[src/rtl/cc_unit_pkg.sv]
package cc_unit_pkg;
  localparam int CODE_W = 4;

  localparam logic [CODE_W-1:0] OPC_CMOV = 4'h2;
  localparam logic [CODE_W-1:0] OPC_ALU  = 4'h6;
  localparam logic [CODE_W-1:0] OPC_JUMP = 4'h7;

  localparam logic [CODE_W-1:0] ALU_ADD = 4'h0;
  localparam logic [CODE_W-1:0] ALU_SUB = 4'h1;
  localparam logic [CODE_W-1:0] ALU_AND = 4'h2;
  localparam logic [CODE_W-1:0] ALU_XOR = 4'h3;

  localparam logic [CODE_W-1:0] CND_ALWAYS = 4'h0;
  localparam logic [CODE_W-1:0] CND_LE     = 4'h1;
  localparam logic [CODE_W-1:0] CND_LT     = 4'h2;
  localparam logic [CODE_W-1:0] CND_EQ     = 4'h3;
  localparam logic [CODE_W-1:0] CND_NE     = 4'h4;
  localparam logic [CODE_W-1:0] CND_GE     = 4'h5;
  localparam logic [CODE_W-1:0] CND_GT     = 4'h6;

  typedef struct packed {
    logic zf;
    logic sf;
    logic of;
  } cc_flags_t;

  localparam cc_flags_t CC_RESET = '{zf: 1'b1, sf: 1'b0, of: 1'b0};
endpackage

[src/rtl/cc_flag_gen.sv]
module cc_flag_gen
  import cc_unit_pkg::*;
#(
  parameter int DATA_W = 64,
  parameter int FN_W   = 4
) (
  input  logic [FN_W-1:0]   fn,
  input  logic [DATA_W-1:0] opnd_a,
  input  logic [DATA_W-1:0] opnd_b,
  input  logic [DATA_W-1:0] alu_res,
  output cc_flags_t         flags_nxt
);
  localparam int WIDE_W = DATA_W + 1;

  logic [WIDE_W-1:0] a_ext;
  logic [WIDE_W-1:0] b_ext;
  logic [WIDE_W-1:0] sum_ext;
  logic [WIDE_W-1:0] dif_ext;
  logic              ovf;

  // Sign-extended one-bit-wider results; overflow when the two top bits disagree.
  assign a_ext   = {opnd_a[DATA_W-1], opnd_a};
  assign b_ext   = {opnd_b[DATA_W-1], opnd_b};
  assign sum_ext = b_ext + a_ext;
  assign dif_ext = b_ext - a_ext;

  always_comb begin
    ovf = 1'b0;
    if (fn == ALU_ADD) begin
      ovf = sum_ext[WIDE_W-1] ^ sum_ext[WIDE_W-2];
    end else if (fn == ALU_SUB) begin
      ovf = dif_ext[WIDE_W-1] ^ dif_ext[WIDE_W-2];
    end
  end

  assign flags_nxt.zf = (alu_res == '0);
  assign flags_nxt.sf = alu_res[DATA_W-1];
  assign flags_nxt.of = ovf;
endmodule

[src/rtl/cc_flag_reg.sv]
module cc_flag_reg
  import cc_unit_pkg::*;
(
  input  logic      clk,
  input  logic      rst,
  input  logic      wr_en,
  input  cc_flags_t flags_d,
  output cc_flags_t flags_q
);
  // Standalone storage: no bubble or stall input reaches this register.
  always_ff @(posedge clk) begin
    if (rst) begin
      flags_q <= CC_RESET;
    end else if (wr_en) begin
      flags_q <= flags_d;
    end
  end
endmodule

[src/rtl/cc_cond_eval.sv]
module cc_cond_eval
  import cc_unit_pkg::*;
#(
  parameter int FN_W = 4
) (
  input  cc_flags_t       flags,
  input  logic [FN_W-1:0] fn,
  output logic            cond
);
  logic lt;

  assign lt = flags.sf ^ flags.of;

  always_comb begin
    case (fn)
      CND_ALWAYS: cond = 1'b1;
      CND_LE:     cond = lt | flags.zf;
      CND_LT:     cond = lt;
      CND_EQ:     cond = flags.zf;
      CND_NE:     cond = ~flags.zf;
      CND_GE:     cond = ~lt;
      CND_GT:     cond = ~lt & ~flags.zf;
      default:    cond = 1'b0;
    endcase
  end
endmodule

[src/rtl/em_cond_reg.sv]
module em_cond_reg #(
  parameter int          REG_W    = 4,
  parameter logic [3:0]  NULL_REG = 4'hF
) (
  input  logic             clk,
  input  logic             rst,
  input  logic             stall,
  input  logic             bubble,
  input  logic             cond_d,
  input  logic [REG_W-1:0] dst_d,
  output logic             cond_q,
  output logic [REG_W-1:0] dst_q
);
  localparam logic [REG_W-1:0] NULL_CODE = REG_W'(NULL_REG);

  // Bubble wins over stall; stall holds; otherwise load.
  always_ff @(posedge clk) begin
    if (rst || bubble) begin
      cond_q <= 1'b0;
      dst_q  <= NULL_CODE;
    end else if (!stall) begin
      cond_q <= cond_d;
      dst_q  <= dst_d;
    end
  end
endmodule

[src/rtl/cc_cmov_unit.sv]
module cc_cmov_unit
  import cc_unit_pkg::*;
#(
  parameter int         DATA_W   = 64,
  parameter int         REG_W    = 4,
  parameter int         OP_W     = 4,
  parameter int         FN_W     = 4,
  parameter logic [3:0] NULL_REG = 4'hF
) (
  input  logic              clk,
  input  logic              rst,
  input  logic [OP_W-1:0]   ex_op,
  input  logic [FN_W-1:0]   ex_fn,
  input  logic [DATA_W-1:0] ex_opnd_a,
  input  logic [DATA_W-1:0] ex_opnd_b,
  input  logic [DATA_W-1:0] ex_alu_res,
  input  logic [REG_W-1:0]  ex_dst_e,
  input  logic              ex_bubble,
  input  logic              em_stall,
  input  logic              em_bubble,
  output logic [2:0]        cc_flags,
  output logic              em_cond,
  output logic [REG_W-1:0]  em_dst_e
);
  localparam logic [REG_W-1:0] NULL_CODE = REG_W'(NULL_REG);

  cc_flags_t        flags_q;
  cc_flags_t        flags_nxt;
  logic             flag_we;
  logic             cond_raw;
  logic             is_cmov;
  logic             uses_cond;
  logic             e_cond;
  logic [REG_W-1:0] e_dst;

  assign is_cmov   = (ex_op == OP_W'(OPC_CMOV));
  assign uses_cond = is_cmov || (ex_op == OP_W'(OPC_JUMP));
  assign flag_we   = (ex_op == OP_W'(OPC_ALU)) && !ex_bubble;

  cc_flag_gen #(.DATA_W(DATA_W), .FN_W(FN_W)) flag_gen_i (
    .fn        (ex_fn),
    .opnd_a    (ex_opnd_a),
    .opnd_b    (ex_opnd_b),
    .alu_res   (ex_alu_res),
    .flags_nxt (flags_nxt)
  );

  cc_flag_reg flag_reg_i (
    .clk     (clk),
    .rst     (rst),
    .wr_en   (flag_we),
    .flags_d (flags_nxt),
    .flags_q (flags_q)
  );

  cc_cond_eval #(.FN_W(FN_W)) cond_eval_i (
    .flags (flags_q),
    .fn    (ex_fn),
    .cond  (cond_raw)
  );

  assign e_cond = uses_cond & cond_raw;
  assign e_dst  = (is_cmov && !cond_raw) ? NULL_CODE : ex_dst_e;

  em_cond_reg #(.REG_W(REG_W), .NULL_REG(NULL_REG)) em_reg_i (
    .clk    (clk),
    .rst    (rst),
    .stall  (em_stall),
    .bubble (em_bubble),
    .cond_d (e_cond),
    .dst_d  (e_dst),
    .cond_q (em_cond),
    .dst_q  (em_dst_e)
  );

  assign cc_flags = flags_q;
endmodule

[config.mk]
export PLATFORM = sky130hd
export DESIGN_NAME = cc_cmov_unit
export DESIGN_NICKNAME = d
export VERILOG_FILES = /design/src/rtl/cc_unit_pkg.sv /design/src/rtl/cc_flag_gen.sv /design/src/rtl/cc_flag_reg.sv /design/src/rtl/cc_cond_eval.sv /design/src/rtl/em_cond_reg.sv /design/src/rtl/cc_cmov_unit.sv
export SDC_FILE = /design/constraint.sdc
export NUM_CORES = 1
export LEC_CHECK = 0
export BUFFER_PORTS_ARGS = -buffer_cell sky130_fd_sc_hd__buf_2
export CELL_PAD_IN_SITES_DETAIL_PLACEMENT = 0
export CELL_PAD_IN_SITES_GLOBAL_PLACEMENT = 1
export CORE_MARGIN = 2
export CORE_UTILIZATION = 31
export DETAILED_ROUTE_END_ITERATION = 7
export PLACE_DENSITY = 0.86
export SETUP_SLACK_MARGIN = 0.4
export SYNTH_ARGS = -nofsm -noshare
export SYNTH_HDL_FRONTEND = slang
export SYNTH_HIERARCHICAL = 1
export SYNTH_SLANG_ARGS = --single-unit
[constraint.sdc]
create_clock -name clk -period 4.4 [get_ports clk]
set_clock_uncertainty 0.05 [all_clocks]
set_input_delay 1.32 -clock clk [delete_from_list [all_inputs] [get_ports clk]]
set_output_delay 1.32 -clock clk [all_outputs]
set_load 0.05 [all_outputs]
Word level (Yosys, flattened, before mapping):

Cells that the tools add are included.

* register bits: 8
* bits of input ports: 209
* output and inout port bits: 8
* logic and storage cells: 36

* add/subtract/negate cells: 2
* eq/ne operators: 9
* muxes and demuxes: 4
* bitwise gates (word level): 8
* reduce and logical (&&, ||, !) cells: 8

Operator list (number)
* adder 64 x 64 -> 65 bit: 1
* subtractor 64 x 64 -> 65 bit: 1
* zero test 64 bit: 1
* == test 4 x 3 -> 1 bit (second input constant): 5
* == test 4 x 2 -> 1 bit (second input constant): 3
* one-hot mux 1 bit (7 select lines): 1
* == test 4 x 1 -> 1 bit (second input constant): 1
* zero test 4 bit: 1
* two-way mux 4 bit: 1
* bitwise XOR 1 bit: 3
* bitwise AND 1 bit: 2
* logical AND 1 bit: 2
* zero test 1 bit: 2
* logical OR 1 bit: 2
* two-way mux 1 bit: 2
* NOT 1 bit: 2
* OR 1 bit: 1

Depth between registers and ports, before layout:

Gate-level depths: netlist (run 1).

* word-level depth: 7
* depth in mapped cells: 14
* mapped depth without buffers: 13

By module:

Netlist (run 1), hierarchy kept.

By module, submodules not included
* cc_flag_gen: instances 1, cells an instance 431, area an instance 3204.3 um^2, sequential area each 0.0 um^2
* em_cond_reg: instances 1, cells an instance 17, area an instance 190.2 um^2, sequential area each 100.1 um^2
* cc_flag_reg: instances 1, cells an instance 9, area an instance 102.6 um^2, sequential area each 60.1 um^2
* cc_cond_eval: instances 1, cells an instance 10, area an instance 81.3 um^2, sequential area each 0.0 um^2
* cc_cmov_unit: instances 1, cells an instance 10, area an instance 77.6 um^2, sequential area each 0.0 um^2

Worst setup path before layout (run 1):

No wires, ideal clock.

* kind: input -> register
* from: input port ex_opnd_a[38]
* to: register, netlist name flag_reg_i/flags_q[0]
* setup time: 0.116 ns
* arrival time: 3.612 ns
* required time: 4.234 ns
* slack: 0.622 ns
* cell stages on the path: 14
* path buffers: 1
* cell sequence: inv_1 -> ha_1 -> or4_1 -> nand2b_4 -> nor4_4 -> nand4_1 -> a31oi_1 -> nor4_1 -> mux2_4 -> o21ai_1 -> a21oi_1 -> buf_4 -> mux2i_1 -> nor2_1

* cells in the longest elaborated chain, start to end: 4
* elaborated cells between the ends (all ways): 6
* those cells by class: add/sub: 2; mux: 2; bitwise: 2

RTL lines
* start: declaration: RTL line cc_cmov_unit.sv:14 `input logic [DATA_W-1:0] ex_opnd_a,`
* subtractor 64 x 64 -> 65 bit: RTL line cc_flag_gen.sv:25 `assign dif_ext = b_ext - a_ext;`
* bitwise XOR 1 bit: RTL line cc_flag_gen.sv:32 `ovf = dif_ext[WIDE_W-1] ^ dif_ext[WIDE_W-2];`
* two-way mux 1 bit: RTL line cc_flag_gen.sv:31 `end else if (fn == ALU_SUB) begin`
* two-way mux 1 bit (*): RTL line cc_flag_gen.sv:29 `if (fn == ALU_ADD) begin`
* named net flag_gen_i.ovf: RTL line cc_flag_gen.sv:19 `logic ovf;`

The timed path passes the listed nets; every way through them passes the cells marked *.
A chain may end at the register's enable or synchronous reset.

==> impl_metrics.py, run 1 <==
metrics = {
    "run_status": {
        "status": "finished clean",
    },
    "grt": {
        "grt_pass1_wl_mm": 17.7,
        "grt_pass1_vias": 4160,
        "antenna_found_initial": 1,
        "grt_usage_pct": 16.5,
        "grt_overflow": 0,
        "grt_max_degree": 9,
    },
    "cells_and_area": {
        "layout_commonest_cell": "buf_2",
        "layout_common_cells": "216 x buf_2, 126 x ha_1, 87 x inv_1",
        "nFillCells": 1159,
        "area_growth_pct": 37.1,
        "multi_input_area_um2": 3170,
        "ff_latch_area_um2": 160,
        "drive_gt1_share_pct": 33.7,
        "fin_nets": 1032,
    },
    "logic_synthesis": {
        "yosysTopAreaCellShare_pct": 43.1,
        "synth_cell_types": 53,
        "netlist_instances": 477,
        "ys_top_cells_by_area": "ha_1 43%, inv_1 8.9%, a21oi_1 5.9%",
        "synth_fp_nets": 812,
        "syn_avg_cell_area_um2": 7.66,
        "ys_seq_area_share_pct": 4.38,
        "async_flop_share_pct": 0,
        "synth_ff_type": "dfxtp_1",
        "yosysTopAreaCell": "ha_1",
        "syn_area_um2": 3660,
        "synth_edf_count": 0,
        "yosys_warnings": 6,
        "ys_ff_latch": 8,
    },
    "pwr": {
        "power.density_nw_per_um2": 121,
        "total_power_mw": 0.605,
        "switching_power_mw": 0.230,
        "p_comb_share_pct": 62.8,
        "cell_internal_pwr_mw": 0.376,
        "p_clk_share_pct": 24.7,
        "switching_share_pct": 38.0,
        "power_leakage_nw": 2.89,
        "peakVddDrop_v": 0.000195,
        "pwr-share-seq_pct": 12.5,
    },
    "drt": {
        "drtIter0Drc": 132,
        "wl_per_cell_um": 13.3,
        "routed_wl_mm": 11.1,
        "viasPerCell": 4.93,
        "drc": 0,
        "postRouteAntennaNets": 0,
        "vias": 4140,
        "drt_first_pass_iters": 4,
    },
    "placed_design": {
        "portBuffers": 216,
        "gp_congestion": 0.882,
        "pre_cts_slack_ns": 0.166,
        "post-dp-hpwl_mm": 10.4,
    },
    "critical_path": {
        "critPathBufInv": 3,
        "cp.required_ns": 4.47,
        "setup.worst_path.class": "in -> reg",
        "cp_slowest_cell": "a2111oi_1",
        "crit_fanout": 4,
        "cp.arrival_ns": 3.88,
        "crit_top_cell": "a21oi_1",
        "crit_chain": "buf_2 > inv_1 > ha_1 > nor2b_1 > o21bai_1 > a21oi_1 > a2111oi_1 > buf_4 > a31oi_1 > nor4_2 > mux2_4 > o21ai_1 > a21oi_1 > mux2i_1 > nor2_1",
        "slowest_delay_ns": 0.49,
        "cpLargestDelayFamily": "compound AO/OA/AOI/OAI gates",
        "setup.worst_path.start_class": "primary input",
        "endpoint_kind": "register",
    },
    "sta": {
        "slew_viol_final": 0,
        "relSlewSlack_pct": 67.0,
        "fin_crit_ns": 3.81,
        "setup_ws_ns": 0.589,
        "rsz0062_at_grt": "false",
        "finalSetupViolCount": 0,
        "final_hold_viol_count": 0,
        "final.setup.tns_ns": 0,
        "max_slew.worst_pin.slew_ns": 0.491,
        "timing.final.crit_share_pct": 86.6,
        "fmax_mhz": 262,
    },
    "clock_network": {
        "cts_buffers": 3,
        "clk_pin_slew_ns": 0.04,
        "clk_path_buf_depth": 2,
        "clock_latency_ns": 0.23,
        "htreeDepth": 1,
        "cts.sinks": 8,
        "cts_tree": "yes",
        "cts_root_buffer": "clkbuf_16",
    },
    "floorplanning": {
        "chipHeight_um": 113,
        "die-area_um2": 12700,
        "initial_core_util_pct": 31.9,
        "core_um2": 11500,
        "die_width_um": 113,
        "core.rowCount": 39,
        "io_pins": 217,
    },
    "min_path": {
        "hold_path_class": "reg -> reg",
    },
    "job": {
        "drv_cap": 0,
    },
}
==> what timing repair did <==
action / CTS / global route
pin swaps: 0 / 1
resized for setup: 1 / 4
hold endpoints to repair: 0 / 0
setup endpoints to repair: 1 / 1
buffers inserted: 0 / 1
hold buffers: 0 / 0
==> final cells by class <==
| class | count | share of cell area [%] |
|---|---|---|
| repair buffers | 218 | 21.9 |
| clock buffers | 3 | 1.50 |
| inverters | 87 | 6.52 |
| multi-input cells | 379 | 63.2 |
| diodes | 2 | 0.0999 |
| well taps | 143 | 3.57 |
| flip-flops and latches | 8 | 3.20 |
==> per-layer routing <==
layer	global-route usage, %	wire length (um)	vias up
met5	0	13	-
met4	2.76	150	2
met3	3.67	867	16
li1	-	-	2138
met1	18.9	4570	1844
met2	31.5	5540	140
==> power groups by stage <==
| stage | sequential (mW) | combinational [mW] | clock (mW) |
|---|---|---|---|
| global placement | 0.0767 | 0.365 | 0 |
| detailed placement | 0.0768 | 0.377 | 0 |
| CTS | 0.0757 | 0.380 | 0.151 |
| finish | 0.0757 | 0.380 | 0.149 |
| floorplan | 0.0822 | 0.202 | 0 |
| global route | 0.0759 | 0.434 | 0.157 |
==> sequential cells by signal, indices dropped and copies added (netlist names) <==
| name | count |
|---|---|
| em_reg_i/dst_q | 4 |
| flag_reg_i/flags_q | 3 |
| em_reg_i/cond_q | 1 |
==> per-stage QoR <==
stage               hold slack, ns  util (%)  std cells  area [um^2]
floorplan                    0.705         -        477         3660
detailed placement           0.416      42.7        834         4900
CTS                          0.425      43.4        837         4970
global placement             0.409      42.7        834         4900
global route                 0.487      43.7        838         5010
finish                       0.424      43.7        840         5010
==> synth_stat cells, types with 2 or more instances <==
| master | n |
|---|---|
| mux2i_1 | 7 |
| nor3_1 | 12 |
| o21bai_1 | 11 |
| o311ai_0 | 2 |
| nor2b_1 | 8 |
| o21ai_1 | 2 |
| and3_1 | 2 |
| or2_2 | 2 |
| buf_4 | 2 |
| ha_1 | 126 |
| xnor2_1 | 2 |
| nand2_1 | 20 |
| or4_1 | 2 |
| o31ai_1 | 2 |
| o2111ai_1 | 2 |
| a21oi_1 | 43 |
| a31oi_1 | 4 |
| dfxtp_1 | 8 |
| nand4_1 | 10 |
| nor4_1 | 29 |
| nand2b_1 | 4 |
| inv_1 | 87 |
| a211oi_1 | 3 |
| o21ai_0 | 17 |
| a21o_1 | 10 |
| a211o_1 | 2 |
| a221oi_1 | 3 |
| nor2_1 | 22 |
| and4_1 | 3 |
| nand3_1 | 6 |
| o21a_1 | 2 |
==> path summary, 6_finish.rpt <==
path	endpoint	slack [ns]	from	depth (start not counted)
hold / removal	em_reg_i/dst_q[3]	0.42	em_reg_i/dst_q[3]	2
setup / recovery	flag_reg_i/flags_q[0]	0.59	ex_opnd_a[9]	15
hold reg to reg	em_reg_i/dst_q[3]	0.42	em_reg_i/dst_q[3]	2
setup reg to reg	em_reg_i/dst_q[2]	2.78	flag_reg_i/flags_q[2]	7
==> worst min-delay path, stage by stage, from the launching register on <==
cell	delay, ns
dfxtp_1	0.31
mux2i_1	0.07
nand2_1	0.06
==> cell families (layout without fill, tap and decap cells) <==
| group | after synthesis | after routing | synth area share [%] |
|---|---|---|---|
| buf+inv | 90 | 308 | 9.65 |
| fa+ha+maj | 126 | 126 | 43.1 |
| flops | 8 | 8 | 4.38 |
| xor+xnor | 3 | 3 | 0.719 |
| mux | 8 | 8 | 2.33 |
| simple gates | 131 | 131 | 20.8 |
| compound gates | 111 | 111 | 19.0 |
| other cells | 0 | 2 | 0 |
No activity file was read; power rests on OpenSTA's default activity.
==> run 2, diff against run 1 <==
--- a/config.mk
+++ b/config.mk
@@ -5,11 +5,12 @@
 export SDC_FILE = /design/constraint.sdc
 export NUM_CORES = 1
 export LEC_CHECK = 0
+export ABC_AREA = 1
 export BUFFER_PORTS_ARGS = -buffer_cell sky130_fd_sc_hd__buf_2
 export CELL_PAD_IN_SITES_DETAIL_PLACEMENT = 0
 export CELL_PAD_IN_SITES_GLOBAL_PLACEMENT = 1
 export CORE_MARGIN = 2
-export CORE_UTILIZATION = 31
+export CORE_UTILIZATION = 33
 export DETAILED_ROUTE_END_ITERATION = 7
 export PLACE_DENSITY = 0.86
 export SETUP_SLACK_MARGIN = 0.4
==> run 2 against run 1 <==
Effect of this change: synthesized cell count up 98%; power increased by 41%; critical path depth grew 3; maximum frequency up 22%; critical endpoint unchanged.
==> impl_metrics.py, run 2 <==
metrics = {
    "min_path": {
        "worstHoldStart": "em_reg_i/dst_q[3]",
        "hold_depth": 2,
        "min_to": "em_reg_i/dst_q[3]",
        "hold_path_class": "reg -> reg",
    },
    "critical_path": {
        "reg2reg_depth": 11,
        "worst-r2r-setup-slack_ns": 3.10,
        "endpoint_kind": "register",
        "setup.worst_path.class": "in -> reg",
        "cp.arrival_ns": 3.24,
        "setup.worst_path.start_class": "primary input",
        "rr_endpoint": "em_reg_i/dst_q[2]",
        "r2r-start": "flag_reg_i/flags_q[0]",
        "crit_fanout": 6,
        "cp.required_ns": 4.52,
    },
    "grt": {
        "antenna_found_initial": 0,
        "grt_overflow": 0,
        "grt_max_degree": 10,
        "grt_pass1_wl_mm": 25.0,
        "grt_pass1_vias": 5785,
        "grt_usage_pct": 16.6,
    },
    "logic_synthesis": {
        "synth_ff_type": "dfxtp_1",
        "ys_top_cells_by_area": "ha_1 29%, nand2_1 18%, inv_1 12%",
        "async_flop_share_pct": 0,
        "synth_edf_count": 0,
        "synth.most_common_cell": "nand2_1",
        "yosys_warnings": 6,
        "synth_cell_types": 30,
        "yosysTopAreaCellShare_pct": 29.4,
        "synth_common_cells": "258 x nand2_1, 178 x inv_1, 126 x ha_1, 105 x a21oi_1, 83 x nor2_1",
        "netlist_instances": 946,
        "ys_ff_latch": 8,
        "yosysTopAreaCell": "ha_1",
        "syn_avg_cell_area_um2": 5.67,
        "ys_seq_area_share_pct": 2.99,
        "syn_area_um2": 5360,
        "synth_fp_nets": 1281,
    },
    "clock_network": {
        "clock_latency_ns": 0.23,
        "clk_pin_slew_ns": 0.04,
        "htreeDepth": 1,
        "clk_path_buf_depth": 2,
        "cts_root_buffer": "clkbuf_16",
        "cts_resized": 0,
        "cts_buffers": 3,
        "cts.sinks": 8,
        "cts_tree": "yes",
        "postCtsSetupRepairBufs": 0,
        "cts.hold.buffers_added": 0,
    },
    "floorplanning": {
        "die_width_um": 131,
        "core_um2": 15900,
        "chipHeight_um": 131,
        "die-area_um2": 17300,
        "initial_core_util_pct": 33.8,
        "io_pins": 217,
        "core.rowCount": 46,
    },
    "drt": {
        "wl_per_cell_um": 11.1,
        "drtIter0Drc": 216,
        "vias": 6281,
        "routed_wl_mm": 15.2,
        "postRouteAntennaNets": 0,
        "viasPerCell": 4.57,
        "drt_first_pass_iters": 4,
        "drc": 0,
    },
    "sta": {
        "setup_ws_ns": 1.28,
        "max_slew.worst_pin.slew_ns": 0.550,
        "timing.final.crit_share_pct": 71.0,
        "slew_viol_final": 0,
        "finalSetupViolCount": 0,
        "relSlewSlack_pct": 63.0,
        "rsz0062_at_grt": "false",
        "fin_crit_ns": 3.12,
        "fmax_mhz": 320,
        "final.setup.tns_ns": 0,
        "final_hold_viol_count": 0,
    },
    "cells_and_area": {
        "area_growth_pct": 25.7,
        "diodes": 0,
        "ff_latch_area_um2": 160,
        "top_regs": "em_reg_i/dst_q x4, flag_reg_i/flags_q x3, em_reg_i/cond_q x1",
        "top_register": "em_reg_i/dst_q",
        "nFillCells": 1815,
        "multi_input_area_um2": 4430,
        "largest_reg_flops": 4,
        "drive_gt1_share_pct": 22.9,
        "fin_nets": 1496,
        "layout_common_cells": "258 x nand2_1, 216 x buf_2, 178 x inv_1",
        "layout_commonest_cell": "nand2_1",
    },
    "pwr": {
        "p_clk_share_pct": 18.0,
        "pwr-share-seq_pct": 9.0,
        "switching_power_mw": 0.410,
        "power_leakage_nw": 3.99,
        "peakVddDrop_v": 0.0000919,
        "cell_internal_pwr_mw": 0.443,
        "switching_share_pct": 48.0,
        "power.density_nw_per_um2": 126,
        "total_power_mw": 0.852,
        "p_comb_share_pct": 73.0,
    },
    "job": {
        "drv_cap": 0,
    },
    "placed_design": {
        "portBuffers": 216,
        "pre_cts_slack_ns": 1.02,
        "gp_congestion": 0.880,
        "post-dp-hpwl_mm": 13.6,
    },
    "run_status": {
        "status": "finished clean",
    },
}
-- run 2: worst max-delay path by stage --
stage,to,start,slack (ns),cells after the start
floorplan,flag_reg_i/flags_q[0],ex_opnd_a[57],1.36,18
global route,flag_reg_i/flags_q[0],ex_opnd_a[38],0.99,18
CTS,flag_reg_i/flags_q[0],ex_opnd_a[38],1.27,18
detailed placement,flag_reg_i/flags_q[0],ex_opnd_a[38],1.02,18
global placement,flag_reg_i/flags_q[0],ex_opnd_a[31],1.06,18
finish,flag_reg_i/flags_q[0],ex_opnd_a[38],1.28,18
-- run 2: cell families after synthesis --
group / share of synthesized area [%]
adder cells (fa/ha/maj): 29.4
flip-flops: 2.99
buffers and inverters: 14.5
AO/OA/AOI/OAI: 15.6
AND/OR/NAND/NOR: 37.5
-- run 2: per-stage QoR --
stage / area (um^2) / hold WS, ns / instances / utilization, %
2_1_floorplan: 5360 / 0.636 / 946 / -
3_3_place_gp: 6670 / 0.394 / 1372 / 42.0
3_5_place_dp: 6670 / 0.401 / 1372 / 42.0
4_1_cts: 6740 / 0.413 / 1375 / 42.4
5_1_grt: 6740 / 0.429 / 1375 / 42.4
6_report: 6740 / 0.409 / 1375 / 42.4
-- run 2: final cells by class --
class / count / area share (%)
clock buffer: 3 / 1.11
timing repair buffer: 216 / 16.0
tap: 216 / 4.01
sequential: 8 / 2.38
multi-input combinational: 738 / 65.6
inverter: 194 / 10.8
-- run 2: critical path, stage by stage --
cell and delay (ns):
buf_2 0.09, inv_1 0.04, ha_1 0.38, inv_2 0.08, nand2_1 0.06, nor3_1 0.34, nand4_1 0.15, and2b_1 0.23
nand2_1 0.05, nand2_1 0.05, nand3_1 0.06, nand2_1 0.06, nand2_1 0.04, nand2_1 0.08, inv_1 0.04, nand2_1 0.05
nand2_1 0.05, nor2_1 0.07
-- run 2: metal layers --
metal	up-vias	GRT usage, %	share of wire, %
li1	3447	-	-
met1	2687	23.4	51
met2	145	28.4	44
met3	2	1.43	4.4
met4	0	1.63	0.19
met5	-	0	0
-- run 2: power by group through the flow --
stage          clock [mW]  combinational, mW  sequential [mW]
5_1_grt             0.162              0.710           0.0772
6_report            0.154              0.622           0.0769
4_1_cts             0.160              0.623           0.0768
3_5_place_dp            0              0.619           0.0780
2_1_floorplan           0              0.399           0.0865
3_3_place_gp            0              0.618           0.0780
==> run 3, diff against run 2 <==
==> constraint.sdc (replaced) <==
create_clock -name clk -period 3 [get_ports clk]
set_clock_uncertainty 0.05 [all_clocks]
set_input_delay 0.9 -clock clk [delete_from_list [all_inputs] [get_ports clk]]
set_output_delay 0.9 -clock clk [all_outputs]
set_load 0.05 [all_outputs]
==> run 3 against run 2 <==
Effect of this change: non-clock buffer count increased by 12; core utilization increased by 6.3 points; sequential power increased by 47%; wire length increased by 6.8%; combinational power increased by 80%; power increased by 71%; die area unchanged; via count increased by 2.1%; critical endpoint unchanged; register-to-register slack got worse by 1.4 ns.
==> impl_metrics.py, run 3 (synthesized netlist as in run 2, its figures left out) <==
metrics = {
    "sta": {
        "hold_ws_ns": 0.413,
        "final.setup.tns_ns": 0,
        "final_hold_viol_count": 0,
        "slew_viol_final": 0,
        "relSlewSlack_pct": 60.4,
        "max_slew.worst_pin.slew_ns": 0.588,
        "fmax_mhz": 394,
        "fin_crit_ns": 2.54,
        "finalSetupViolCount": 0,
        "timing.final.crit_share_pct": 84.6,
        "rsz0062_at_grt": "true",
        "setup_ws_ns": 0.462,
    },
    "cells_and_area": {
        "top_regs": "em_reg_i/dst_q x4, flag_reg_i/flags_q x3, em_reg_i/cond_q x1",
        "area_growth_pct": 44.2,
        "largest_reg_flops": 4,
        "ff_latch_area_um2": 160,
        "layout_commonest_cell": "nand2_1",
        "layout_common_cells": "244 x nand2_1, 210 x buf_2, 158 x inv_1",
        "multi_input_area_um2": 5280,
        "top_register": "em_reg_i/dst_q",
        "nFillCells": 1687,
        "fin_nets": 1508,
        "diodes": 0,
        "drive_gt1_share_pct": 34.3,
    },
    "grt": {
        "grt_usage_pct": 17.4,
        "grt_overflow": 0,
        "grt.busiest_layer": "met2",
        "use_met2_pct": 32.1,
        "grt_pass1_wl_mm": 26.3,
        "antenna_found_initial": 0,
        "met3_usage_pct": 1.66,
        "met1_usage_pct": 22.8,
        "grt_max_degree": 10,
        "grt_pass1_vias": 6129,
    },
    "min_path": {
        "hold_path_class": "reg -> reg",
    },
    "critical_path": {
        "cp_slowest_cell": "ha_4",
        "slowest_delay_ns": 0.24,
        "cpLargestDelayFamily": "simple AND/OR/NAND/NOR gates",
        "cp.arrival_ns": 2.61,
        "cp.required_ns": 3.07,
        "setup.worst_path.start_class": "primary input",
        "endpoint_kind": "register",
        "crit_top_cell": "nand2_1",
        "crit_fanout": 4,
        "setup.worst_path.class": "in -> reg",
        "critPathBufInv": 5,
        "crit_chain": "buf_2 > inv_2 > ha_4 > inv_2 > nand4_4 > nor2_4 > nand3_1 > nor2_2 > and2b_1 > buf_4 > a21oi_2 > nand2_1 > nand2_1 > nand2_1 > nand2_2 > inv_2 > nand2_1 > nand2_1 > nor2_1",
    },
    "floorplanning": {
        "initial_core_util_pct": 33.8,
        "die-area_um2": 17300,
        "core.rowCount": 46,
        "chipHeight_um": 131,
        "core_um2": 15900,
        "io_pins": 217,
        "die_width_um": 131,
    },
    "pwr": {
        "peakVddDrop_v": 0.000143,
        "power.density_nw_per_um2": 188,
        "total_power_mw": 1.46,
        "power_leakage_nw": 4.06,
    },
    "run_status": {
        "status": "finished clean",
    },
    "drt": {
        "drc": 0,
        "routed_wl_mm": 16.2,
        "postRouteAntennaNets": 0,
        "drtIter0Drc": 172,
        "drt_first_pass_iters": 4,
        "wl_per_cell_um": 11.7,
        "viasPerCell": 4.62,
        "vias": 6410,
    },
    "job": {
        "drv_cap": 0,
    },
    "clock_network": {
        "clock_latency_ns": 0.23,
        "cts_tree": "yes",
        "cts_buffers": 3,
        "clk_path_buf_depth": 2,
        "cts.sinks": 8,
        "cts_root_buffer": "clkbuf_16",
        "cts.hold.buffers_added": 0,
        "clk_pin_slew_ns": 0.04,
        "htreeDepth": 1,
    },
    "placed_design": {
        "pre_cts_slack_ns": 0.0273,
        "portBuffers": 216,
        "post-dp-hpwl_mm": 13.9,
        "gp_congestion": 0.828,
    },
}
-- run 3: changes by cell type in the layout (fill, tap and decap cells not counted), sizes merged --
cell	before	now
buf	216	228
-- run 3: worst paths after layout --
| check | endpoint | cells past startpoint | from | slack [ns] |
|---|---|---|---|---|
| worst max register to register | em_reg_i/dst_q[0] | 11 | flag_reg_i/flags_q[1] | 1.68 |
| worst min register to register | em_reg_i/dst_q[3] | 2 | em_reg_i/dst_q[3] | 0.41 |
| worst min-delay path | em_reg_i/dst_q[3] | 2 | em_reg_i/dst_q[3] | 0.41 |
| worst max-delay path | flag_reg_i/flags_q[0] | 19 | ex_opnd_a[59] | 0.46 |
-- run 3: timing repair --
action / 4_1_cts / 5_1_grt
pin swaps: 21 / 46
gates resized for setup: 48 / 124
setup endpoints to repair: 1 / 1
buffers inserted: 4 / 6
cloned: 0 / 0
-- run 3: power by group --
part | internal, mW | leakage (nW) | switching, mW
Sequential | 0.111 | 0.0654 | 0.00237
Clock | 0.171 | 0.0370 | 0.0478
Combinational | 0.498 | 3.96 | 0.627
Total | 0.780 | 4.06 | 0.677
-- run 3: per-stage QoR --
stage / instance area (um^2) / cells / utilization [%]
CTS: 7050 / 1381 / 44.4
global route: 7740 / 1387 / 48.7
floorplan: 5400 / 946 / -
global placement: 6720 / 1374 / 42.3
detailed placement: 6720 / 1374 / 42.3
finish: 7740 / 1387 / 48.7
-- run 3: cell type report --
cell class | count | share of cell area (%)
Clock buffer | 3 | 0.970
Inverter | 194 | 9.64
Multi-Input combinational cell | 738 | 68.2
Sequential cell | 8 | 2.07
Tap cell | 216 | 3.49
Timing Repair Buffer | 228 | 15.6
-- run 3: routing by layer --
layer,up-vias,share of wire [%]
li1,3470,-
met1,2784,47
met2,154,49
met3,2,4.1
met4,0,0.19
met5,-,0
-- run 3: worst min-delay path, cell delays in order, from the launching register on --
cell and delay [ns]:
dfxtp_1 0.31, nand2_1 0.05, nand3_1 0.06
